## src/rtl/scanbus_pkg.sv

```systemverilog
package scanbus_pkg;

   typedef enum logic [3:0] {
      TS_RESET, TS_IDLE,
      TS_SEL_DR, TS_CAP_DR, TS_SH_DR, TS_EX1_DR, TS_PAUSE_DR, TS_EX2_DR, TS_UPD_DR,
      TS_SEL_IR, TS_CAP_IR, TS_SH_IR, TS_EX1_IR, TS_PAUSE_IR, TS_EX2_IR, TS_UPD_IR
   } tap_state_e;

   typedef enum logic [1:0] {
      DR_BYPASS, DR_GROUP, DR_MODE, DR_SAMPLE
   } dr_sel_e;

   function automatic tap_state_e tap_next(input tap_state_e s, input logic tms);
      tap_state_e n;
      case (s)
         TS_RESET:    n = tms ? TS_RESET  : TS_IDLE;
         TS_IDLE:     n = tms ? TS_SEL_DR : TS_IDLE;
         TS_SEL_DR:   n = tms ? TS_SEL_IR : TS_CAP_DR;
         TS_CAP_DR:   n = tms ? TS_EX1_DR : TS_SH_DR;
         TS_SH_DR:    n = tms ? TS_EX1_DR : TS_SH_DR;
         TS_EX1_DR:   n = tms ? TS_UPD_DR : TS_PAUSE_DR;
         TS_PAUSE_DR: n = tms ? TS_EX2_DR : TS_PAUSE_DR;
         TS_EX2_DR:   n = tms ? TS_UPD_DR : TS_SH_DR;
         TS_UPD_DR:   n = tms ? TS_SEL_DR : TS_IDLE;
         TS_SEL_IR:   n = tms ? TS_RESET  : TS_CAP_IR;
         TS_CAP_IR:   n = tms ? TS_EX1_IR : TS_SH_IR;
         TS_SH_IR:    n = tms ? TS_EX1_IR : TS_SH_IR;
         TS_EX1_IR:   n = tms ? TS_UPD_IR : TS_PAUSE_IR;
         TS_PAUSE_IR: n = tms ? TS_EX2_IR : TS_PAUSE_IR;
         TS_EX2_IR:   n = tms ? TS_UPD_IR : TS_SH_IR;
         default:     n = tms ? TS_SEL_DR : TS_IDLE;
      endcase
      return n;
   endfunction

endpackage

```

## src/rtl/scanbus_tap_fsm.sv

```systemverilog
module scanbus_tap_fsm
   import scanbus_pkg::*;
(
   input  logic       tck,
   input  logic       trst_n,
   input  logic       tms,
   output tap_state_e state
);

   always_ff @(posedge tck or negedge trst_n) begin
      if (!trst_n) state <= TS_RESET;
      else         state <= tap_next(state, tms);
   end

endmodule

```

## src/rtl/scanbus_addr_match.sv

```systemverilog
module scanbus_addr_match #(
   parameter int              IR_W      = 8,
   parameter int              SLOT_W    = 6,
   parameter int              GRP_W     = 2,
   parameter logic [IR_W-1:0] SLOT_LAST = 8'h3A,
   parameter logic [IR_W-1:0] BCAST     = 8'h3B,
   parameter logic [IR_W-1:0] GRP_BASE  = 8'h3C,
   parameter bit              MCAST_EN  = 1'b1
) (
   input  logic [IR_W-1:0]   addr,
   input  logic [SLOT_W-1:0] slot,
   input  logic [GRP_W-1:0]  grp,
   output logic              hit
);

   localparam int TAG_W = IR_W - GRP_W;

   logic [IR_W-1:0] slot_wide;
   logic            indiv_hit;
   logic            bcast_hit;
   logic            grp_hit;

   assign slot_wide = IR_W'(slot);
   assign indiv_hit = (addr <= SLOT_LAST) && (addr == slot_wide);
   assign bcast_hit = (addr == BCAST);

   generate
      if (MCAST_EN) begin : g_mcast
         logic [TAG_W-1:0] tag_want;
         assign tag_want = GRP_BASE[IR_W-1:GRP_W];
         assign grp_hit  = (addr[IR_W-1:GRP_W] == tag_want) && (addr[GRP_W-1:0] == grp);
      end else begin : g_no_mcast
         assign grp_hit = 1'b0;
      end
   endgenerate

   assign hit = indiv_hit | bcast_hit | grp_hit;

endmodule

```

## src/rtl/scanbus_dr_bank.sv

```systemverilog
module scanbus_dr_bank
   import scanbus_pkg::*;
#(
   parameter int                GRP_W    = 2,
   parameter int                MODE_W   = 8,
   parameter logic [MODE_W-1:0] MODE_RST = 8'h01,
   parameter int                BSR_W    = 8
) (
   input  logic              tck,
   input  logic              trst_n,
   input  tap_state_e        state,
   input  dr_sel_e           dr_sel,
   input  logic              selected,
   input  logic              tdi,
   input  logic [BSR_W-1:0]  bsr_in,
   output logic [GRP_W-1:0]  grp,
   output logic              dr_tdo
);

   logic              byp_q;
   logic [GRP_W-1:0]  grp_sr;
   logic [GRP_W-1:0]  grp_q;
   logic [MODE_W-1:0] mode_sr;
   logic [MODE_W-1:0] mode_q;
   logic [BSR_W-1:0]  bsr_sr;
   logic              do_cap;
   logic              do_shift;
   logic              do_upd;

   assign do_cap   = selected && (state == TS_CAP_DR);
   assign do_shift = selected && (state == TS_SH_DR);
   assign do_upd   = selected && (state == TS_UPD_DR);

   // Shift stages: capture parallel value, then move one bit towards TDO per clock.
   always_ff @(posedge tck or negedge trst_n) begin
      if (!trst_n) begin
         byp_q   <= 1'b0;
         grp_sr  <= '0;
         mode_sr <= '0;
         bsr_sr  <= '0;
      end else if (do_cap) begin
         case (dr_sel)
            DR_GROUP:  grp_sr  <= grp_q;
            DR_MODE:   mode_sr <= mode_q;
            DR_SAMPLE: bsr_sr  <= bsr_in;
            default:   byp_q   <= 1'b0;
         endcase
      end else if (do_shift) begin
         case (dr_sel)
            DR_GROUP:  grp_sr  <= {tdi, grp_sr[GRP_W-1:1]};
            DR_MODE:   mode_sr <= {tdi, mode_sr[MODE_W-1:1]};
            DR_SAMPLE: bsr_sr  <= {tdi, bsr_sr[BSR_W-1:1]};
            default:   byp_q   <= tdi;
         endcase
      end
   end

   // Parallel holding registers, reloaded whenever the TAP sits in Test-Logic-Reset.
   always_ff @(posedge tck or negedge trst_n) begin
      if (!trst_n) begin
         grp_q  <= '0;
         mode_q <= MODE_RST;
      end else if (state == TS_RESET) begin
         grp_q  <= '0;
         mode_q <= MODE_RST;
      end else if (do_upd) begin
         if (dr_sel == DR_GROUP) grp_q  <= grp_sr;
         if (dr_sel == DR_MODE)  mode_q <= mode_sr;
      end
   end

   always_comb begin
      case (dr_sel)
         DR_GROUP:  dr_tdo = grp_sr[0];
         DR_MODE:   dr_tdo = mode_sr[0];
         DR_SAMPLE: dr_tdo = bsr_sr[0];
         default:   dr_tdo = byp_q;
      endcase
   end

   assign grp = grp_q;

endmodule

```

## src/rtl/scanbus_addr_port.sv

```systemverilog
module scanbus_addr_port
   import scanbus_pkg::*;
#(
   parameter int                IR_W        = 8,
   parameter int                SLOT_W      = 6,
   parameter int                GRP_W       = 2,
   parameter int                MODE_W      = 8,
   parameter logic [MODE_W-1:0] MODE_RST    = 8'h01,
   parameter logic [IR_W-1:0]   SLOT_LAST   = 8'h3A,
   parameter logic [IR_W-1:0]   BCAST       = 8'h3B,
   parameter logic [IR_W-1:0]   GRP_BASE    = 8'h3C,
   parameter logic [IR_W-1:0]   OP_GROUP    = 8'h10,
   parameter logic [IR_W-1:0]   OP_MODE     = 8'h11,
   parameter logic [IR_W-1:0]   OP_SAMPLE   = 8'h12,
   parameter bit                MCAST_EN    = 1'b1,
   parameter bit                TDO_ON_FALL = 1'b1
) (
   input  logic              tck,
   input  logic              trst_n,
   input  logic              tms,
   input  logic              tdi,
   input  logic [SLOT_W-1:0] slot_id,
   input  logic              aux_sense,
   input  logic              oe_sense,
   output logic              tdo,
   output logic              tdo_en
);

   localparam int              BSR_W  = SLOT_W + 2;
   localparam logic [IR_W-1:0] OP_BYP = '1;

   // Elaboration-time parameter checks.
   generate
      if (IR_W < SLOT_W + 2) begin : g_bad_ir
         $error("IR_W must hold the slot value and the two fixed capture bits");
      end
      if (GRP_W < 2 || MODE_W < 2) begin : g_bad_regs
         $error("group and mode registers need at least two bits");
      end
      if (GRP_BASE[GRP_W-1:0] != '0) begin : g_bad_base
         $error("GRP_BASE must have its group-code bits clear");
      end
      if (BCAST <= SLOT_LAST) begin : g_bad_bcast
         $error("broadcast address must lie above the individual range");
      end
   endgenerate

   tap_state_e        state;
   logic [IR_W-1:0]   ir_sr;
   logic [IR_W-1:0]   ir_q;
   logic [IR_W-1:0]   ir_cap;
   logic              selected;
   logic              addr_hit;
   logic [GRP_W-1:0]  grp_q;
   dr_sel_e           dr_sel;
   logic              dr_tdo;
   logic              drive_nx;
   logic              bit_nx;

   scanbus_tap_fsm u_fsm (
      .tck    (tck),
      .trst_n (trst_n),
      .tms    (tms),
      .state  (state)
   );

   assign ir_cap = IR_W'({slot_id, 2'b01});

   // Instruction/address register and the selection flag.
   always_ff @(posedge tck or negedge trst_n) begin
      if (!trst_n) begin
         ir_sr    <= '0;
         ir_q     <= OP_BYP;
         selected <= 1'b0;
      end else begin
         case (state)
            TS_RESET: begin
               ir_q     <= OP_BYP;
               selected <= 1'b0;
            end
            TS_CAP_IR: ir_sr <= ir_cap;
            TS_SH_IR:  ir_sr <= {tdi, ir_sr[IR_W-1:1]};
            TS_UPD_IR: begin
               if (selected)      ir_q     <= ir_sr;
               else if (addr_hit) selected <= 1'b1;
            end
            default: ;
         endcase
      end
   end

   scanbus_addr_match #(
      .IR_W      (IR_W),
      .SLOT_W    (SLOT_W),
      .GRP_W     (GRP_W),
      .SLOT_LAST (SLOT_LAST),
      .BCAST     (BCAST),
      .GRP_BASE  (GRP_BASE),
      .MCAST_EN  (MCAST_EN)
   ) u_match (
      .addr (ir_sr),
      .slot (slot_id),
      .grp  (grp_q),
      .hit  (addr_hit)
   );

   always_comb begin
      if      (ir_q == OP_GROUP)  dr_sel = DR_GROUP;
      else if (ir_q == OP_MODE)   dr_sel = DR_MODE;
      else if (ir_q == OP_SAMPLE) dr_sel = DR_SAMPLE;
      else                        dr_sel = DR_BYPASS;
   end

   scanbus_dr_bank #(
      .GRP_W    (GRP_W),
      .MODE_W   (MODE_W),
      .MODE_RST (MODE_RST),
      .BSR_W    (BSR_W)
   ) u_bank (
      .tck      (tck),
      .trst_n   (trst_n),
      .state    (state),
      .dr_sel   (dr_sel),
      .selected (selected),
      .tdi      (tdi),
      .bsr_in   ({oe_sense, aux_sense, slot_id}),
      .grp      (grp_q),
      .dr_tdo   (dr_tdo)
   );

   assign drive_nx = (state == TS_SH_IR) || (selected && (state == TS_SH_DR));
   assign bit_nx   = (state == TS_SH_IR) ? ir_sr[0] : dr_tdo;

   generate
      if (TDO_ON_FALL) begin : g_fall
         always_ff @(negedge tck or negedge trst_n) begin
            if (!trst_n) begin
               tdo    <= 1'b0;
               tdo_en <= 1'b0;
            end else begin
               tdo    <= bit_nx;
               tdo_en <= drive_nx;
            end
         end
      end else begin : g_direct
         assign tdo    = bit_nx;
         assign tdo_en = drive_nx;
      end
   endgenerate

endmodule

```

## config.mk

```make
export PLATFORM = sky130hd
export DESIGN_NAME = scanbus_addr_port
export DESIGN_NICKNAME = d
export VERILOG_FILES = /design/src/rtl/scanbus_pkg.sv /design/src/rtl/scanbus_tap_fsm.sv /design/src/rtl/scanbus_addr_match.sv /design/src/rtl/scanbus_dr_bank.sv /design/src/rtl/scanbus_addr_port.sv
export SDC_FILE = /design/constraint.sdc
export NUM_CORES = 1
export LEC_CHECK = 0
export ABC_AREA = 1
export BUFFER_PORTS_ARGS = -buffer_cell sky130_fd_sc_hd__buf_2
export CAP_MARGIN = 30
export CORE_ASPECT_RATIO = 1.4
export CORE_MARGIN = 2
export CORE_UTILIZATION = 35
export CTS_CLUSTER_SIZE = 8
export DETAILED_ROUTE_END_ITERATION = 16
export GPL_ROUTABILITY_DRIVEN = 0
export SLEW_MARGIN = 10
export SYNTH_ARGS = -nofsm -noshare
export SYNTH_HDL_FRONTEND = slang
export SYNTH_SLANG_ARGS = --single-unit
```

## constraint.sdc

```tcl
create_clock -name tck -period 4.3 [get_ports tck]
set_clock_uncertainty 0.1 [all_clocks]
set_input_delay 0.215 -clock tck [delete_from_list [all_inputs] [get_ports tck]]
set_output_delay 0.215 -clock tck [all_outputs]
set_load 0.01 [all_outputs]
```

==> flow_summary.ini <==
[run_status]
status = complete, no violations

[worst_hold_path]
min_from = slot_id[3]
min_path_type = input port to register
hold_end = ir_sr[5]$_DFFE_PN0P_
min_path_cells = 3

[placement]
dp_hpwl_um = 4590
post_dp_cell_area_um2 = 2930
port-buffer-count = 13

[logic_synthesis]
yosysTopAreaCellShare_pct = 36.4
yosys-top-cells-area = dfrtp_1 36%, nand2_1 11%, o21ai_0 11%, dfstp_2 8.4%, inv_1 4.8%
syn_area_per_cell_um2 = 7.88
yosys.area.top_type = dfrtp_1
synth_edf_count = 0
yosysUniqueCellTypes = 33
yosysMostFrequentCell = nand2_1
yosys_most_used_dff = dfrtp_1
synth-seq-area-share_pct = 46.5
synthTopCellsByCount = 86 x nand2_1, 61 x o21ai_0, 41 x dfrtp_1
syn-num-nets = 370
synth-seq-cells = 52
syn_inst = 358
async_flop_share_pct = 100
synth_warnings = 0
netlist_area_um2 = 2820

[critical_path]
end_kind = register
crit_buf_inv = 0
cp.required_ns = 2.21
cp_max_fo = 6
rr_worst_depth = 7
critPathMaxStageDelay_ns = 0.54
regToRegEndpoint = tdo$_DFF_NN0_
critical_path.most_common_cell = nand2_1
path_class = register to register
crit_chain = nand2_1 -> nor2_4 -> o211ai_1 -> nand2_1 -> nand2_1 -> nand2_1 -> nand2_1
worstReg2RegStart = ir_q[4]$_DFFE_PN1P_
critical_path.top_delay_family = flip-flops
r2r_slack_ns = 0.69
slowest_stage = dfstp_2
cp-start-kind = register
arrival_ns = 1.53

[timing]
fin_tns_setup_ns = 0
hold_viol_final = 0
finalSetupViolations = 0
slew_violations = 0
maxSlewHeadroom_pct = 40.6
tightest_slew_ns = 0.888
grt_setup_unrepaired = no

[grt]
grt_util_all_layers_pct = 15.9
gr-total-overflow = 0
grt_pass1_vias = 2196
grt_pass1_wl_um = 10700
grt_antenna_before_repair = 0
grt_max_degree = 49

[drt]
via_per_inst = 4.91
wirelength_um = 6310
first_iter_violations = 175
vias = 2314
route.detailed.drc = 0
ant_nets = 0
wl_per_cell_um = 13.4
detail_route.first_pass.iterations = 5

[power]
p_per_area_nw_per_um2 = 522
peakVddDrop_uv = 146
power.total_mw = 1.58
p_leak_nw = 1.45

[clock_tree]
cts_tree = done
cts_buffers = 5
clock-root-buffer = clkbuf_8
worstSkewPairLatency_ns = 0.31
htreeDepth = 2
path_clk_slew_ns = 0.09
cts.sinks = 52
ctsLongestPathBuffers = 2

[floorplanning]
num_rows = 38
core-area_um2 = 7800
die-area_um2 = 8800
die_w_um = 79.9
io_pins = 14
start_util_pct = 36.2
die_y_um = 110

[finish]
drive_gt1_share_pct = 16.2
synthToLayoutAreaGrowth_pct = 7.45
diodes = 0
finalNetCount = 382
fin_area_um2 = 3030
fillers = 825

[job]
drv_cap = 0
==> kinds of logic after synthesis <==
group | count (synthesis) | synth area share [%]
XOR/XNOR | 3 | 0.932
AO/OA/AOI/OAI | 84 | 16.3
buffers and inverters | 51 | 8.52
flip-flops | 52 | 46.5
AND/OR/NAND/NOR | 168 | 27.7
==> cell usage in the layout (no fill, tap or decap), types with 7 or more instances in the layout <==
master,n
nand2_1,86
buf_2,13
o21ai_0,61
inv_1,36
dfstp_2,9
nor2_1,26
or2_2,10
dfrtp_1,41
o211ai_1,7
nand3_1,22
==> metal layers <==
layer / GRT usage [%] / share of wire, % / up-vias
met4: 9.44 / 4.1 / 0
met5: 0 / 0 / -
met2: 26.2 / 50 / 44
met3: 3.18 / 2.9 / 13
li1: - / - / 1187
met1: 19.0 / 43 / 1070
==> state kept, by name, indices dropped and copies added (netlist names) <==
signal and flops:
ir_q 8, ir_sr 8, u_bank.bsr_sr 8, u_bank.mode_q 8, u_bank.mode_sr 8, u_fsm.state 4, u_bank.grp 2, u_bank.grp_sr 2
selected 1, tdo 1, tdo_en 1, u_bank.byp_q 1
==> metrics by stage <==
stage	setup WS, ns	cells	util, %	hold WS (ns)
3_5_place_dp	0.704	462	37.6	-0.0560
5_1_grt	0.603	471	38.9	0.0916
2_1_floorplan	0.832	358	-	-0.181
4_1_cts	0.683	471	38.9	0.0864
3_3_place_gp	0.734	462	37.6	-0.0589
6_report	0.686	471	38.9	0.0950
==> worst min-delay path: stages <==
cell,delay (ns)
buf_2,0.11
o211ai_1,0.08
o21ai_0,0.07
==> final cells by class <==
class | count | area (µm²) | share of cell area (%)
clock buffers | 6 | 72.6 | 2.39
clock inverters | 2 | 16.3 | 0.537
inverters | 41 | 154 | 5.08
multi-input cells | 255 | 1270 | 41.8
flip-flops and latches | 52 | 1310 | 43.3
well taps | 100 | 125 | 4.13
repair buffers | 15 | 82.6 | 2.73
==> timing repair <==
item	in CTS	in global routing
buffers inserted	0	0
endpoints found under the hold margin	2	0
hold buffers	1	0
gates resized for setup	0	0
==> where the power goes <==
part           switching (mW)  leakage (nW)  internal [mW]
logic                   0.387         0.793          0.181
clock network           0.170        0.0414          0.116
registers              0.0985         0.620          0.629
==> how the worst max path moves through the flow <==
stage               cells after the start  slack, ns                 from       endpoint
floorplan                               7       0.83  ir_q[4]$_DFFE_PN1P_  tdo$_DFF_NN0_
global placement                        7       0.73  ir_q[4]$_DFFE_PN1P_  tdo$_DFF_NN0_
detailed placement                      7       0.70  ir_q[4]$_DFFE_PN1P_  tdo$_DFF_NN0_
CTS                                     7       0.68  ir_q[4]$_DFFE_PN1P_  tdo$_DFF_NN0_
global route                            9       0.60  ir_q[3]$_DFFE_PN1P_  tdo$_DFF_NN0_
finish                                  7       0.69  ir_q[4]$_DFFE_PN1P_  tdo$_DFF_NN0_
Power figures use the tool's default switching activity.
